==> config.mk <==
export PLATFORM = sky130hd
export DESIGN_NAME = e1fa_receiver
export DESIGN_NICKNAME = d
export VERILOG_FILES = /design/src/rtl/e1fa_pkg.sv /design/src/rtl/e1fa_timebase.sv /design/src/rtl/e1fa_fas_detect.sv /design/src/rtl/e1fa_timing_gen.sv /design/src/rtl/e1fa_align_fsm.sv /design/src/rtl/e1fa_receiver.sv
export SDC_FILE = /design/constraint.sdc
export NUM_CORES = 1
export LEC_CHECK = 0
export ABC_AREA = 1
export BUFFER_PORTS_ARGS = -buffer_cell sky130_fd_sc_hd__buf_2
export CELL_PAD_IN_SITES_DETAIL_PLACEMENT = 0
export CELL_PAD_IN_SITES_GLOBAL_PLACEMENT = 2
export CORE_UTILIZATION = 28
export CTS_CLUSTER_DIAMETER = 40
export DETAILED_ROUTE_END_ITERATION = 8
export PLACE_DENSITY_LB_ADDON = 0.25
export SETUP_SLACK_MARGIN = 0.1
export SLEW_MARGIN = 5
export SYNTH_ARGS = -nofsm -noshare
export SYNTH_HDL_FRONTEND = slang
export SYNTH_SLANG_ARGS = --single-unit
export TNS_END_PERCENT = 100
==> constraint.sdc <==
create_clock -name clk -period 1.4 [get_ports clk]
set_input_delay 0.07 -clock clk [delete_from_list [all_inputs] [get_ports clk]]
set_output_delay 0.07 -clock clk [all_outputs]
set_load 0.01 [all_outputs]
==> src/rtl/e1fa_pkg.sv <==
package e1fa_pkg;
    typedef enum logic [1:0] {
        ST_HUNT    = 2'd0,
        ST_CHK_NS  = 2'd1,
        ST_CHK_FAS = 2'd2,
        ST_LOCK    = 2'd3
    } fa_state_e;
endpackage

==> src/rtl/e1fa_timebase.sv <==
// Free-running frame counter with parity; load snaps to the bit after timeslot zero of a sync frame.
module e1fa_timebase #(
    parameter int FRAME_BITS = 256,
    parameter int TS_BITS    = 8,
    parameter int CW         = $clog2(FRAME_BITS)
) (
    input  logic          clk,
    input  logic          rst_n,
    input  logic          load,
    output logic [CW-1:0] cnt,
    output logic          par
);
    localparam logic [CW-1:0] LAST_POS = CW'(FRAME_BITS - 1);
    localparam logic [CW-1:0] LOAD_POS = CW'(TS_BITS);

    always_ff @(posedge clk or negedge rst_n) begin
        if (!rst_n) begin
            cnt <= '0;
            par <= 1'b0;
        end else if (load) begin
            cnt <= LOAD_POS;
            par <= 1'b1;
        end else if (cnt == LAST_POS) begin
            cnt <= '0;
            par <= ~par;
        end else begin
            cnt <= cnt + 1'b1;
        end
    end
endmodule

==> src/rtl/e1fa_fas_detect.sv <==
// Sliding-window matcher: the current bit completes the window.
module e1fa_fas_detect #(
    parameter int               PAT_W   = 7,
    parameter logic [PAT_W-1:0] PATTERN = 7'b0011011
) (
    input  logic clk,
    input  logic rst_n,
    input  logic din,
    output logic match
);
    logic [PAT_W-2:0] hist;

    always_ff @(posedge clk or negedge rst_n) begin
        if (!rst_n) hist <= '1;
        else        hist <= {hist[PAT_W-3:0], din};
    end

    assign match = ({hist, din} == PATTERN);
endmodule

==> src/rtl/e1fa_timing_gen.sv <==
// Decodes the timing outputs from the frame counter and parity.
module e1fa_timing_gen #(
    parameter int FRAME_BITS = 256,
    parameter int TS_BITS    = 8,
    parameter int CW         = $clog2(FRAME_BITS)
) (
    input  logic [CW-1:0] cnt,
    input  logic          par,
    output logic          ts0_mark,
    output logic          frame_ind,
    output logic          ts1_strobe_n,
    output logic          half_clk
);
    localparam int              HALF_POS = FRAME_BITS / 2;
    localparam logic [CW-1:0]   TS1_B1   = CW'(TS_BITS);
    localparam logic [CW-1:0]   LOW_FROM = CW'(TS_BITS - 1);
    localparam logic [CW-1:0]   LOW_TO   = CW'(HALF_POS + TS_BITS - 2);

    always_comb begin
        ts0_mark     = (cnt < TS1_B1);
        frame_ind    = (cnt > TS1_B1) ? par : ~par;
        ts1_strobe_n = ~(par && (cnt == TS1_B1));
        half_clk     = ~((cnt >= LOW_FROM) && (cnt <= LOW_TO));
    end
endmodule

==> src/rtl/e1fa_align_fsm.sv <==
// Hunt / confirm / lock controller with consecutive-error loss rule.
module e1fa_align_fsm
    import e1fa_pkg::*;
#(
    parameter int FRAME_BITS = 256,
    parameter int TS_BITS    = 8,
    parameter int LOSS_LIMIT = 3,
    parameter int CW         = $clog2(FRAME_BITS)
) (
    input  logic          clk,
    input  logic          rst_n,
    input  logic          rst_align,
    input  logic          din,
    input  logic          match,
    input  logic [CW-1:0] cnt,
    input  logic          par,
    output logic          realign,
    output logic          locked,
    output logic          fas_err
);
    localparam int            BW       = $clog2(LOSS_LIMIT + 1);
    localparam logic [BW-1:0] LAST_HIT = BW'(LOSS_LIMIT - 1);
    localparam logic [CW-1:0] WORD_END = CW'(TS_BITS - 1);

    fa_state_e     state_q, state_d;
    logic [BW-1:0] bad_q;
    logic          at_fas, at_b2, last_strike;

    assign at_fas      = (cnt == WORD_END) && par;
    assign at_b2       = (cnt == CW'(1)) && !par;
    assign last_strike = (bad_q == LAST_HIT);

    always_comb begin
        state_d = state_q;
        realign = 1'b0;
        unique case (state_q)
            ST_HUNT: begin
                if (match) begin
                    state_d = ST_CHK_NS;
                    realign = 1'b1;
                end
            end
            ST_CHK_NS: begin
                if (at_b2) state_d = din ? ST_CHK_FAS : ST_HUNT;
            end
            ST_CHK_FAS: begin
                if (at_fas) state_d = match ? ST_LOCK : ST_HUNT;
            end
            ST_LOCK: begin
                if (at_fas && !match && last_strike) state_d = ST_HUNT;
            end
            default: state_d = ST_HUNT;
        endcase
        if (rst_align) begin
            state_d = ST_HUNT;
            realign = 1'b0;
        end
    end

    always_ff @(posedge clk or negedge rst_n) begin
        if (!rst_n) state_q <= ST_HUNT;
        else        state_q <= state_d;
    end

    always_ff @(posedge clk or negedge rst_n) begin
        if (!rst_n) begin
            bad_q   <= '0;
            fas_err <= 1'b0;
        end else if (rst_align || state_q != ST_LOCK) begin
            bad_q   <= '0;
            fas_err <= 1'b0;
        end else begin
            if (at_fas) bad_q <= match ? '0 : bad_q + 1'b1;
            if (cnt == WORD_END) fas_err <= at_fas && !match && !last_strike;
        end
    end

    assign locked = (state_q == ST_LOCK);
endmodule

==> src/rtl/e1fa_receiver.sv <==
module e1fa_receiver #(
    parameter int       FRAME_BITS  = 256,
    parameter int       TS_BITS     = 8,
    parameter int       LOSS_LIMIT  = 3,
    parameter int       PAT_W       = 7,
    parameter bit [6:0] FAS_PATTERN = 7'b0011011
) (
    input  logic                          clk,
    input  logic                          rst_n,
    input  logic                          din,
    input  logic                          rst_align,
    output logic                          ts0_mark,
    output logic                          frame_ind,
    output logic                          ts1_strobe_n,
    output logic                          half_clk,
    output logic                          fas_err_alarm,
    output logic                          ooa_alarm,
    output logic                          in_sync,
    output logic                          frame_par,
    output logic [$clog2(FRAME_BITS)-1:0] bit_pos
);
    localparam int CW = $clog2(FRAME_BITS);

    logic          match, realign, locked, par;
    logic [CW-1:0] cnt;

    e1fa_timebase #(.FRAME_BITS(FRAME_BITS), .TS_BITS(TS_BITS), .CW(CW)) u_tb (
        .clk(clk), .rst_n(rst_n), .load(realign), .cnt(cnt), .par(par)
    );

    e1fa_fas_detect #(.PAT_W(PAT_W), .PATTERN(PAT_W'(FAS_PATTERN))) u_det (
        .clk(clk), .rst_n(rst_n), .din(din), .match(match)
    );

    e1fa_align_fsm #(
        .FRAME_BITS(FRAME_BITS), .TS_BITS(TS_BITS), .LOSS_LIMIT(LOSS_LIMIT), .CW(CW)
    ) u_fsm (
        .clk(clk), .rst_n(rst_n), .rst_align(rst_align), .din(din), .match(match),
        .cnt(cnt), .par(par), .realign(realign), .locked(locked), .fas_err(fas_err_alarm)
    );

    e1fa_timing_gen #(.FRAME_BITS(FRAME_BITS), .TS_BITS(TS_BITS), .CW(CW)) u_tim (
        .cnt(cnt), .par(par), .ts0_mark(ts0_mark), .frame_ind(frame_ind),
        .ts1_strobe_n(ts1_strobe_n), .half_clk(half_clk)
    );

    assign in_sync   = locked;
    assign ooa_alarm = ~locked;
    assign frame_par = par;
    assign bit_pos   = cnt;
endmodule

After elaboration in Yosys (flattened, before gate mapping)
Cells that the tools add are included.
W data, S select, Z words.
{"block": "classes", "eq_ne": 14, "order_cmp": 4, "n_reduce_logical": 16, "add_sub_neg": 2, "n_shift": 0, "bitwise": 4, "multipliers": 0, "n_div": 0, "muxes": 21}
{"op": "$mux W2", "count": 10}
{"op": "$mux W8", "count": 2}
{"op": "$ne A3 B2 Y1 const B", "count": 4}
{"op": "$add A8 B1 Y8 const B", "count": 1}
{"op": "$eq A8 B1 Y1 const B", "count": 1}
{"op": "$eq A8 B3 Y1 const B", "count": 1}
{"op": "$eq A8 B4 Y1 const B", "count": 1}
{"op": "$eq A8 B8 Y1 const B", "count": 1}
{"op": "$ge A8 B3 Y1 const B", "count": 1}
{"op": "$gt A8 B4 Y1 const B", "count": 1}
{"op": "$le A8 B8 Y1 const B", "count": 1}
{"op": "$lt A8 B4 Y1 const B", "count": 1}
{"op": "$mux W1", "count": 8}
{"op": "$pmux W2 S4", "count": 1}
{"op": "$eq A7 B5 Y1 const B", "count": 1}
{"op": "$logic_and A1 B1 Y1", "count": 7}
{"op": "$eq A2 B2 Y1 const B", "count": 3}
{"op": "$reduce_bool A2 Y1", "count": 3}
{"op": "$not A1 Y1", "count": 4}
{"op": "$reduce_and A4 Y1", "count": 1}
{"op": "$logic_not A1 Y1", "count": 3}
{"op": "$add A2 B1 Y2 const B", "count": 1}
{"op": "$eq A2 B1 Y1 const B", "count": 1}
{"op": "$logic_not A2 Y1", "count": 1}
{"op": "other kinds (2)", "count": 2}
{"block": "totals", "rom_bits": 0, "output_inout_bits": 16, "memories": 0, "latchBits": 0, "ram_bits": 0, "word_cells": 67, "regBits": 20}

Longest topological paths before layout
Gate-level depths: netlist (run 1).
{"block": "logic_depth", "depth_word": 7, "ltp_mapped": 11, "mapped_depth_nobuf": 11}

By module
From an unflattened synthesis (run 1), not the netlist that was laid out.
{"block": "hier_totals", "cells_unflattened": 171, "area_unflattened_um2": 1218.7}
{"mod": "e1fa_align_fsm", "area_each_um2": 451.7, "cells_per_inst": 71, "seq_area_each_um2": 125.1, "n_inst": 1}
{"mod": "e1fa_timebase", "area_each_um2": 439.2, "cells_per_inst": 55, "seq_area_each_um2": 225.2, "n_inst": 1}
{"mod": "e1fa_fas_detect", "area_each_um2": 191.4, "cells_per_inst": 15, "seq_area_each_um2": 157.7, "n_inst": 1}
{"mod": "e1fa_timing_gen", "area_each_um2": 132.6, "cells_per_inst": 29, "seq_area_each_um2": 0.0, "n_inst": 1}
{"mod": "e1fa_receiver", "area_each_um2": 3.8, "cells_per_inst": 1, "seq_area_each_um2": 0.0, "n_inst": 1}

Least setup slack after synthesis (run 1)
No wires, ideal clock.
{"block": "synth_path", "kind": "register -> register", "from": "reg u_tb.cnt[0]", "to": "reg u_tb.par", "required_time_ns": 1.326, "synth_period_minus_slack_ns": 1.462, "arrival_ns": 1.388, "setup_ns": 0.074, "path_slack_ns": -0.062, "stages_incl_launch_ff": 12, "cell_sequence": "dfrtp_1 > ha_1 > nand2_1 > inv_2 > nand2_2 > nor2_4 > nand2_2 > nor2_2 > nand2_2 > nand2_4 > o21ai_2 > o21ai_2"}
{"block": "synth_between", "elab_chain_cells": 2}
{"element": "start: declaration", "line_no": "e1fa_timebase.sv:10", "text": "output logic [CW-1:0] cnt,"}
{"element": "start signal: assignment", "line_no": "e1fa_timebase.sv:27", "text": "cnt <= cnt + 1'b1;"}
{"element": "$eq A8 B8 Y1", "line_no": "e1fa_timebase.sv:23", "text": "end else if (cnt == LAST_POS) begin"}
{"element": "$reduce_bool A2 Y1 (no line)"}
{"element": "end signal: assignment", "line_no": "e1fa_timebase.sv:25", "text": "par <= ~par;"}
{"element": "end: declaration", "line_no": "e1fa_timebase.sv:11", "text": "output logic par"}
No other way between the ends.
A chain may end at the register's enable or synchronous reset.

Worst setup path after layout (run 1)
{"block": "layout_path", "from": "reg u_tb.cnt[0]", "to": "out half_clk"}
{"block": "layout_between", "elab_chain_cells": 3, "word_cells_on_any_way": 4, "cone_classes": "2 x order compare; 1 x bitwise; 1 x reduce/logical"}
{"element": "$ge A8 B3 Y1 / $le A8 B8 Y1 (equally long branches)", "line_no": "e1fa_timing_gen.sv:23", "text": "half_clk = ~((cnt >= LOW_FROM) && (cnt <= LOW_TO));"}
{"element": "$logic_and A1 B1 Y1 (*)", "line_no": "e1fa_timing_gen.sv:23"}
{"element": "$not A1 Y1 (*)", "line_no": "e1fa_timing_gen.sv:23"}
{"element": "end: declaration", "line_no": "e1fa_receiver.sv:15", "text": "output logic half_clk,"}
Every way passes the cells marked *; elsewhere a longest branch is shown, timed or not.

==> out/results.ini, run 1 <==
[status]
status=complete, but fails checks
violations=negative setup slack

[global_route]
grt_max_degree=21
grt_use_total_pct=14.7
grt_pass1_vias=1021
grt_pass1_wl_um=4680
grt-ovfl-total=0
antenna_found_initial=0

[setup_path]
cp_max_fo=4
end_kind=output port
slowest_stage=dfrtp_2
crit_type=reg -> out
crit_chain=buf_6, inv_4, ha_4, o21ai_2, nor3_2, o22ai_2, buf_2
crit_required_ps=1330
worst_path_dominant_cell_family=flip-flops
cp.arrival_ps=1490
slowest_delay_ps=450
start_kind=flop
cp_num_buf_inv=3

[synthesis]
synth_area_um2=1100
synth_cells=135
avgSynthCellArea_um2=8.16
syn-num-nets=143
synth_seq_cells=20
synth.distinct_cells=27
synth.area.top_cells=dfrtp_1 32%, dfstp_2 14%, nand2_1 9.5%
synth_warnings=0
yosysTopAreaCell=dfrtp_1
ys_seq_area_share_pct=46.1
yosysTopAreaCellShare_pct=31.8

[route]
wl_per_cell_um=12.0
viasPerCell=4.46
wl_met2_um=1290
dr_wl_met3_um=75
drt_iter0_drc=38
antenna_left=0
drc=0
drtPass1Iterations=4
met1_length_um=1380
wirelength_um=2760
top_layer=met4
vias=1030

[timing]
hold_viol_final=0
fin_crit_ps=1560
fin_crit_sh_pct=112
fin_skew_ps=9.85
setup_viol=16
rsz0062_at_grt=true
tightestPinTransition_ps=459
clock.fmax_ghz=0.640
slew_headroom_pct=69.4
finalMaxSlewViolations=0
layout_setup_ws_ps=-163

[placement]
io_buffer_count=19
gp_congestion=0.783
dpl_cell_area_um2=1410
place_inst=218
dp_hpwl_um=2010

[cells_and_area]
nNetsFinal=192
antenna_cells=0
final_cell_area_um2=1690
syn_to_final_growth_pct=53.9
layout.cells.non_filler=231
drive_gt1_share_pct=53.0

[job]
max_cap_viol_count=0

[clock_tree]
numCtsBuffers=3
cts_root_buffer=clkbuf_8
cts_tree=built
insertion_delay_ps=260
clkSinkCount=20
clk_pin_slew_ps=80
clock_path_buffers=2
htree_levels=1

[floorplan]
pin_count=20
start_util_pct=29.6
dieWidth_um=64.7
dieArea_um2=4190
rows=22
fp.dieH_um=64.7
coreArea_um2=3720

[power]
p_leak_nw=0.820
vdd_ir_drop_max_mv=0.842
power_density_nw_per_um2=1730

[min_path]
hold_path_class=in -> reg

## worst paths after layout
check                               from        endpoint  slack (ps)  depth (start not counted)
max in group asynchronous          rst_n   u_det.hist[0]         760                          2
min in group asynchronous          rst_n     u_tb.cnt[2]         290                          2
max reg2reg                  u_tb.cnt[0]        u_tb.par        -120                         12
min reg2reg                u_det.hist[0]   u_det.hist[1]         370                          0
max                          u_tb.cnt[0]        half_clk        -160                          7
min                            rst_align  u_fsm.bad_q[1]         170                          4
## cell type report
cell class / count / area [um2]
clock buffers: 4 / 45.0
fillers: 380 / 2020
well taps: 48 / 60.1
flip-flops and latches: 20 / 512
repair buffers: 44 / 317
inverters: 21 / 83.8
multi-input cells: 94 / 677
## stage by stage
stage / power [mW] / TNS [ps] / hold slack, ps / setup WS (ps) / utilization, %
floorplan: 1.61 / 0 / -226 / 34.6 / -
global placement: 2.18 / -7.57 / 47.8 / -3.72 / 37.8
detailed placement: 2.19 / -63.3 / 49.3 / -33.8 / 37.8
CTS: 2.91 / -1310 / 154 / -190 / 44.4
global route: 3.17 / -2920 / 174 / -251 / 45.6
finish: 2.94 / -1210 / 165 / -163 / 45.6
## what timing repair did
item	4_1_cts	5_1_grt
endpoints found under the setup margin	18	18
hold buffers	2	0
gates resized for setup	34	9
buffers inserted	7	0
hold endpoints to repair	15	0
pin swaps	10	5
## Yosys cell counts
library cell	count
a21oi_1	2
dfrtp_1	14
dfstp_2	6
ha_1	4
inv_1	18
inv_2	3
nand2_1	28
nand2_2	4
nand2_4	1
nand3_1	8
nand3_2	1
nand3b_1	1
nand4_1	6
nor2_1	15
nor2_2	3
nor2_4	1
nor3_1	5
nor3_2	1
nor3b_1	1
nor3b_2	1
nor4_1	1
o21ai_0	5
o21ai_1	1
o21ai_2	2
o21bai_1	1
o22ai_1	1
xor2_1	1
## report_power, final
part / switching, mW / total, mW / leakage [nW] / internal (mW)
Sequential: 0.178 / 0.919 / 0.232 / 0.742
Clock: 0.187 / 0.390 / 0.0228 / 0.202
Combinational: 0.882 / 1.63 / 0.565 / 0.747
## layout by cell type, fill, tap and decap left out, types with 6 or more instances in the layout
| cell | count |
|---|---|
| buf_2 | 18 |
| nor2_1 | 11 |
| dfrtp_1 | 11 |
| dfstp_2 | 6 |
| nand2_1 | 25 |
| nand2_2 | 6 |
| nand4_1 | 6 |
| buf_6 | 7 |
| inv_1 | 15 |
| buf_4 | 17 |
## state kept, by name, summed over array words and instances (netlist names)
| register | flops |
|---|---|
| u_fsm.bad_q | 2 |
| u_det.hist | 6 |
| u_fsm.state_q | 2 |
| u_tb.cnt | 8 |
| u_tb.par | 1 |
| u_fsm.fas_err | 1 |
## cell families after synthesis
family,Yosys count,synth area share (%)
adders and majority gates,4,4.55
xor gates and xnor gates,1,0.796
AOI/OAI and AO/OA,12,6.48
buffers and inverters,21,7.16
and+or+nand+nor,77,34.9
DFF,20,46.1
## metal layers
layer / vias up / track usage [%]
met5: - / 0
met4: 0 / 2.50
met3: 2 / 3.70
met2: 15 / 23.4
met1: 479 / 20.1
li1: 534 / -
## worst min-delay path, cell delays in order
cell,delay (ps)
buf_2,170
nor3_4,70
nand2_1,50
nand2_1,40
Note: power is estimated with default switching activity, not from simulation.
==> inputs of run 2 (changes only) <==
Settings changed: PLACE_DENSITY set to 0.73, PLACE_DENSITY_LB_ADDON 0.25 to not set.
==> run 2 against run 1 <==
Net effect:
- the run still ends with negative setup slack left
- critical path depth decreased by 1
- combinational power increased by 4%
- final area increased by 1.8%
- critical endpoint unchanged
- largest cell class unchanged
==> out/results.ini, run 2 (synthesis gave the netlist of run 1 again) <==
[global_route]
antenna_found_initial=0  ; unchanged
grt_use_total_pct=14.2  ; -0.53 points
grt-ovfl-total=0  ; unchanged
grt_pass1_wl_um=4510  ; -3.5%
grt_pass1_vias=1003  ; -1.8%
grt_max_degree=21  ; unchanged

[setup_path]
r2r_start=u_tb.cnt[0]
cp_max_fo=4  ; unchanged
reg2reg_to=u_tb.par
endpoint=half_clk
crit_start=u_tb.cnt[0]
crit_required_ps=1330  ; about the same
slowest_delay_ps=470  ; +20 ps
end_kind=output port
crit_chain=ha_4, nand2_2, inv_2, buf_4, o22ai_1, buf_2
rr_worst_depth=11  ; -1
cp.arrival_ps=1460  ; -30 ps
worst_path_dominant_cell_family=flip-flops
cp_num_buf_inv=3  ; unchanged
start_kind=flop
crit_type=reg -> out
rrSetupSlack_ps=-110  ; about the same
slowest_stage=dfrtp_2
cp.depth=6  ; -1

[cells_and_area]
top_regs=u_tb.cnt: 8 flops, u_det.hist: 6 flops
ff_latch_area_um2=513  ; +0.24%
largest_register=u_tb.cnt
antenna_cells=0  ; unchanged
mostFrequentLayoutCell=nand2_1
layout.cells.non_filler=233  ; +0.87%
largest_reg_flops=8  ; unchanged
syn_to_final_growth_pct=56.6
mostFrequentLayoutCells=26 x nand2_1, 21 x buf_4, 18 x buf_2, 16 x inv_1
multi_input_area_um2=691  ; +2.0%
drive_gt1_share_pct=54.1  ; +1.0 points
nNetsFinal=194  ; +1.0%
nFillCells=400  ; +5.3%

[status]
status=complete, but fails checks
violations=negative setup slack

[floorplan]
coreArea_um2=3720  ; unchanged
pin_count=20  ; unchanged
fp.dieH_um=64.7  ; unchanged
dieArea_um2=4190  ; unchanged
start_util_pct=29.6  ; unchanged
dieWidth_um=64.7  ; unchanged
rows=22  ; unchanged

[placement]
gp_congestion=0.754  ; -3.7%
io_buffer_count=19  ; unchanged
place_inst=219  ; +0.46%
dp_hpwl_um=2040  ; +1.9%

[clock_tree]
htree_levels=1  ; unchanged
cts_root_buffer=clkbuf_8
clk_pin_slew_ps=70  ; about the same
clkSinkCount=20  ; unchanged
clock_path_buffers=2  ; unchanged
insertion_delay_ps=250  ; about the same
cts_tree=built
numCtsBuffers=3  ; unchanged

[timing]
fin_crit_sh_pct=109  ; -2.4 points
finalMaxSlewViolations=0  ; unchanged
fin_crit_ps=1530  ; -33.2 ps
slew_headroom_pct=69.6  ; +0.16 points
layout_setup_ws_ps=-130  ; +33.2 ps
finalSetupTns_ps=-729  ; +480 ps
fin_skew_ps=2.59  ; -7.26 ps
clock.fmax_ghz=0.654  ; +2.2%
rsz0062_at_grt=true
hold_viol_final=0  ; unchanged
tightestPinTransition_ps=456  ; -2.46 ps
setup_viol=11  ; -5

[min_path]
hold_depth=4  ; unchanged
hold_path_class=in -> reg

[power]
power.clock.fraction_pct=14.1  ; +0.8 points
p_seq_share_pct=30.4  ; -0.9 points
sw_frac_of_total_pct=41.5  ; -0.93 points
p_int_mw=1.79  ; +5.7%
power_density_nw_per_um2=1770  ; +2.2%
power.switching_mw=1.27  ; +1.7%
vdd_ir_drop_max_mv=0.667  ; -21%
p_comb_share_pct=55.5  ; about the same
p_leak_nw=0.831  ; +1.3%

[route]
antenna_left=0  ; unchanged
vias=1052  ; +2.1%
drc=0  ; unchanged
wl_per_cell_um=11.6  ; -3.0%
viasPerCell=4.52  ; +1.3%
wirelength_um=2700  ; -2.1%
drt_iter0_drc=27  ; -29%
drtPass1Iterations=4  ; unchanged

[job]
max_cap_viol_count=0  ; unchanged

==> run 2: power groups by stage <==
stage          Sequential [mW]  Combinational (mW)  Clock (mW)
5_1_grt                  0.950                1.87       0.482
3_5_place_dp             0.903                1.29           0
4_1_cts                  0.915                1.46       0.449
3_3_place_gp             0.895                1.30           0
2_1_floorplan            0.999               0.611           0
6_report                 0.929                1.70       0.431
==> run 2: how the worst min path moves through the flow <==
stage / start / end / slack, ps
after floorplan: rst_n / u_fsm.bad_q[0] / -230
after global placement: rst_n / u_tb.cnt[2] / 50
after detailed placement: rst_n / u_tb.cnt[2] / 50
after CTS: rst_align / u_fsm.bad_q[1] / 150
after global routing: rst_align / u_fsm.bad_q[1] / 170
final: rst_align / u_fsm.bad_q[1] / 160
==> run 2: metrics by stage <==
| step | hold slack, ps | power, mW | utilization, % | area [um2] | setup WS (ps) |
|---|---|---|---|---|---|
| floorplan | -226 | 1.61 | - | 1130 | 34.6 |
| global placement | 51.0 | 2.19 | 38.0 | 1410 | -25.6 |
| detailed placement | 49.5 | 2.20 | 38.0 | 1410 | -38.5 |
| CTS | 148 | 2.83 | 43.1 | 1600 | -156 |
| global route | 172 | 3.30 | 46.4 | 1720 | -184 |
| finish | 155 | 3.06 | 46.4 | 1720 | -130 |
==> run 2: layout make-up <==
cell class,count,share of cell area [%]
Clock buffer,4,3.19
Inverter,21,4.72
Multi-Input combinational cell,94,40.1
Sequential cell,20,29.8
Tap cell,48,3.48
Timing Repair Buffer,46,18.8
==> run 2: per-layer routing <==
layer	track usage (%)	vias up	part of all wire [%]
met2	22.8	15	48
met3	2.29	2	2.4
li1	-	541	-
met4	5.83	0	0.81
met1	18.7	494	49
met5	0	-	0
==> run 2: worst reg2reg max path: stages, from the launching register on <==
cell and delay [ps]:
dfrtp_2 450, ha_4 170, nand2_2 50, inv_2 70, nand2_4 60, nor2_4 110
nand2_2 70, nor2_4 110, nand2_2 90, nand2_4 130, o21ai_2 80, o21ai_2 50
==> run 2: repair_timing <==
action,CTS,global route
hold buffers,2,0
pin swaps,8,10
buffers inserted,3,5
resized for setup,23,20
endpoints found under the hold margin,15,0
setup endpoints to repair,18,18
==> inputs of run 3 (changes only) <==
Settings changed: CORE_MARGIN set to 2.
==> run 3 against run 2 <==
Net effect:
- the flow still finishes with violations (negative setup slack)
- die area increased by 6.3%
- maximum frequency increased by 2.0%
- critical path depth unchanged
- clock power increased by 3%
- routed wire length increased by 4.7%
- sequential cell count unchanged
- power decreased by 1.8%
- hold slack improved by 3.0 ps
- critical endpoint unchanged
- largest power group unchanged
- highest routed layer unchanged
==> out/results.ini, run 3 (synthesis gave the netlist of run 1 again) <==
[setup_path]
crit_chain=ha_4, nand2_2, inv_2, buf_6, o22ai_2, buf_2
rrSetupSlack_ps=-50  ; +60 ps
endpoint=half_clk
rr_worst_depth=11  ; unchanged
slowest_delay_ps=470  ; about the same
r2r_start=u_tb.cnt[0]
crit_type=reg -> out
start_kind=flop
end_kind=output port
reg2reg_to=u_tb.par
slowest_stage=dfrtp_2
crit_start=u_tb.cnt[0]
cp_max_fo=4  ; unchanged
crit_required_ps=1330  ; about the same
cp.arrival_ps=1430  ; -30 ps

[timing]
finalMaxSlewViolations=0  ; unchanged
tightestPinTransition_ps=460  ; +4.00 ps
slew_headroom_pct=69.3  ; -0.27 points
fin_crit_ps=1500  ; -30.1 ps
hold_viol_final=0  ; unchanged
fin_crit_sh_pct=107  ; -2.2 points
setup_viol=10  ; -1
rsz0062_at_grt=true
fin_skew_ps=3.36  ; +0.770 ps
clock.fmax_ghz=0.667  ; +2.0%
layout_setup_ws_ps=-99.5  ; +30.1 ps

[cells_and_area]
largest_register=u_tb.cnt
top_regs=u_tb.cnt: 8 flops, u_det.hist: 6 flops
syn_to_final_growth_pct=54.4
nNetsFinal=194  ; unchanged
antenna_cells=0  ; unchanged
mostFrequentLayoutCell=nand2_1
final_cell_area_um2=1700  ; -1.4%
drive_gt1_share_pct=52.4  ; -1.6 points
largest_reg_flops=8  ; unchanged
mostFrequentLayoutCells=25 x nand2_1, 20 x buf_4, 19 x buf_2, 17 x inv_1, 12 x nor2_1

[floorplan]
dieWidth_um=66.7  ; +3.1%
pin_count=20  ; unchanged
rows=22  ; unchanged
coreArea_um2=3720  ; unchanged
fp.dieH_um=66.7  ; +3.1%
start_util_pct=29.6  ; unchanged
dieArea_um2=4450  ; +6.3%

[clock_tree]
clk_pin_slew_ps=80  ; about the same
htree_levels=1  ; unchanged
clkSinkCount=20  ; unchanged
clock_path_buffers=2  ; unchanged
cts_root_buffer=clkbuf_8
cts_tree=built
insertion_delay_ps=260  ; about the same
numCtsBuffers=3  ; unchanged

[status]
violations=negative setup slack
status=complete, but fails checks

[global_route]
antenna_found_initial=0  ; unchanged
grt_pass1_vias=1055  ; +5.2%
grt-ovfl-total=0  ; unchanged
grt_use_total_pct=13.9  ; -0.30 points
grt_max_degree=21  ; unchanged
grt_pass1_wl_um=4690  ; +4.0%

[power]
p_leak_nw=0.830  ; -0.20%
power_density_nw_per_um2=1770  ; -0.38%
vdd_ir_drop_max_mv=0.540  ; -19%
power_mw=3.00  ; -1.8%

[route]
antenna_left=0  ; unchanged
drc=0  ; unchanged
viasPerCell=4.49  ; -0.57%
wl_per_cell_um=12.1  ; +4.7%
drt_iter0_drc=13  ; -52%
drtPass1Iterations=4  ; unchanged
vias=1046  ; -0.57%
wirelength_um=2830  ; +4.7%

[placement]
gp_congestion=0.780  ; +3.5%
dp_hpwl_um=2020  ; -1.0%
io_buffer_count=19  ; unchanged
dpl_cell_area_um2=1410  ; unchanged

[job]
max_cap_viol_count=0  ; unchanged

[min_path]
hold_path_class=in -> reg

[run 3: cell count changes in the layout (fill, tap and decap cells not counted), moves of 2 or more]
| cell | before | now |
|---|---|---|
| a21oi_1 | 0 | 2 |
| a21oi_2 | 2 | 0 |
| nand2_2 | 5 | 7 |
| nor2_1 | 10 | 12 |
[run 3: worst min path at each step]
stage / endpoint / startpoint / depth (start not counted) / slack, ps
after floorplan: u_fsm.bad_q[0] / rst_n / 0 / -230
after global placement: u_tb.cnt[2] / rst_n / 1 / 50
after detailed placement: u_tb.cnt[2] / rst_n / 1 / 50
after CTS: u_fsm.bad_q[1] / rst_align / 4 / 150
after global routing: u_fsm.bad_q[0] / rst_align / 4 / 200
final: u_fsm.bad_q[1] / rst_align / 4 / 160
[run 3: what timing repair did]
action	in CTS	in global routing
setup endpoints to repair	18	18
endpoints found under the hold margin	15	0
buffers inserted	3	5
hold buffers	2	0
pin swaps	9	8
gates resized for setup	24	13
[run 3: where the power goes]
part           internal [mW]  leakage [nW]  switching (mW)
Clock                  0.250        0.0288           0.192
Combinational          0.760         0.569           0.890
Sequential             0.745         0.232           0.165
Total                   1.76         0.830            1.25
[run 3: metal layers]
| layer | global-route usage (%) | wire length, um | vias to the layer above |
|---|---|---|---|
| met3 | 2.03 | 88 | 4 |
| met2 | 23.0 | 1370 | 17 |
| li1 | - | - | 534 |
| met4 | 4.08 | 27 | 0 |
| met1 | 18.6 | 1340 | 491 |
| met5 | 0 | 0 | - |
[run 3: area by class of cell]
class / instances / area (um2)
clock buffers: 4 / 55.1
inverters: 21 / 81.3
flip-flops and latches: 20 / 513
fillers: 390 / 2020
repair buffers: 46 / 322
well taps: 48 / 60.1
multi-input cells: 94 / 669
[run 3: metrics by stage]
step | TNS [ps] | utilization (%) | cells | hold slack, ps | setup slack, ps
finish | -417 | 45.8 | 233 | 158 | -99.5
detailed placement | -82.6 | 38.0 | 219 | 53.1 | -37.7
floorplan | 0 | - | 135 | -226 | 34.6
global route | -1760 | 45.8 | 233 | 198 | -166
CTS | -477 | 43.2 | 228 | 150 | -160
global placement | -114 | 38.0 | 219 | 51.1 | -25.7
[run 3: critical path: cells and delay by family, from the launching register on]
| family | cells | cell delay (ps) |
|---|---|---|
| adder cells (fa/ha/maj) | 1 | 200 |
| flip-flops | 1 | 470 |
| AO/OA/AOI/OAI | 1 | 150 |
| AND/OR/NAND/NOR | 1 | 60 |
| buffers and inverters | 3 | 300 |
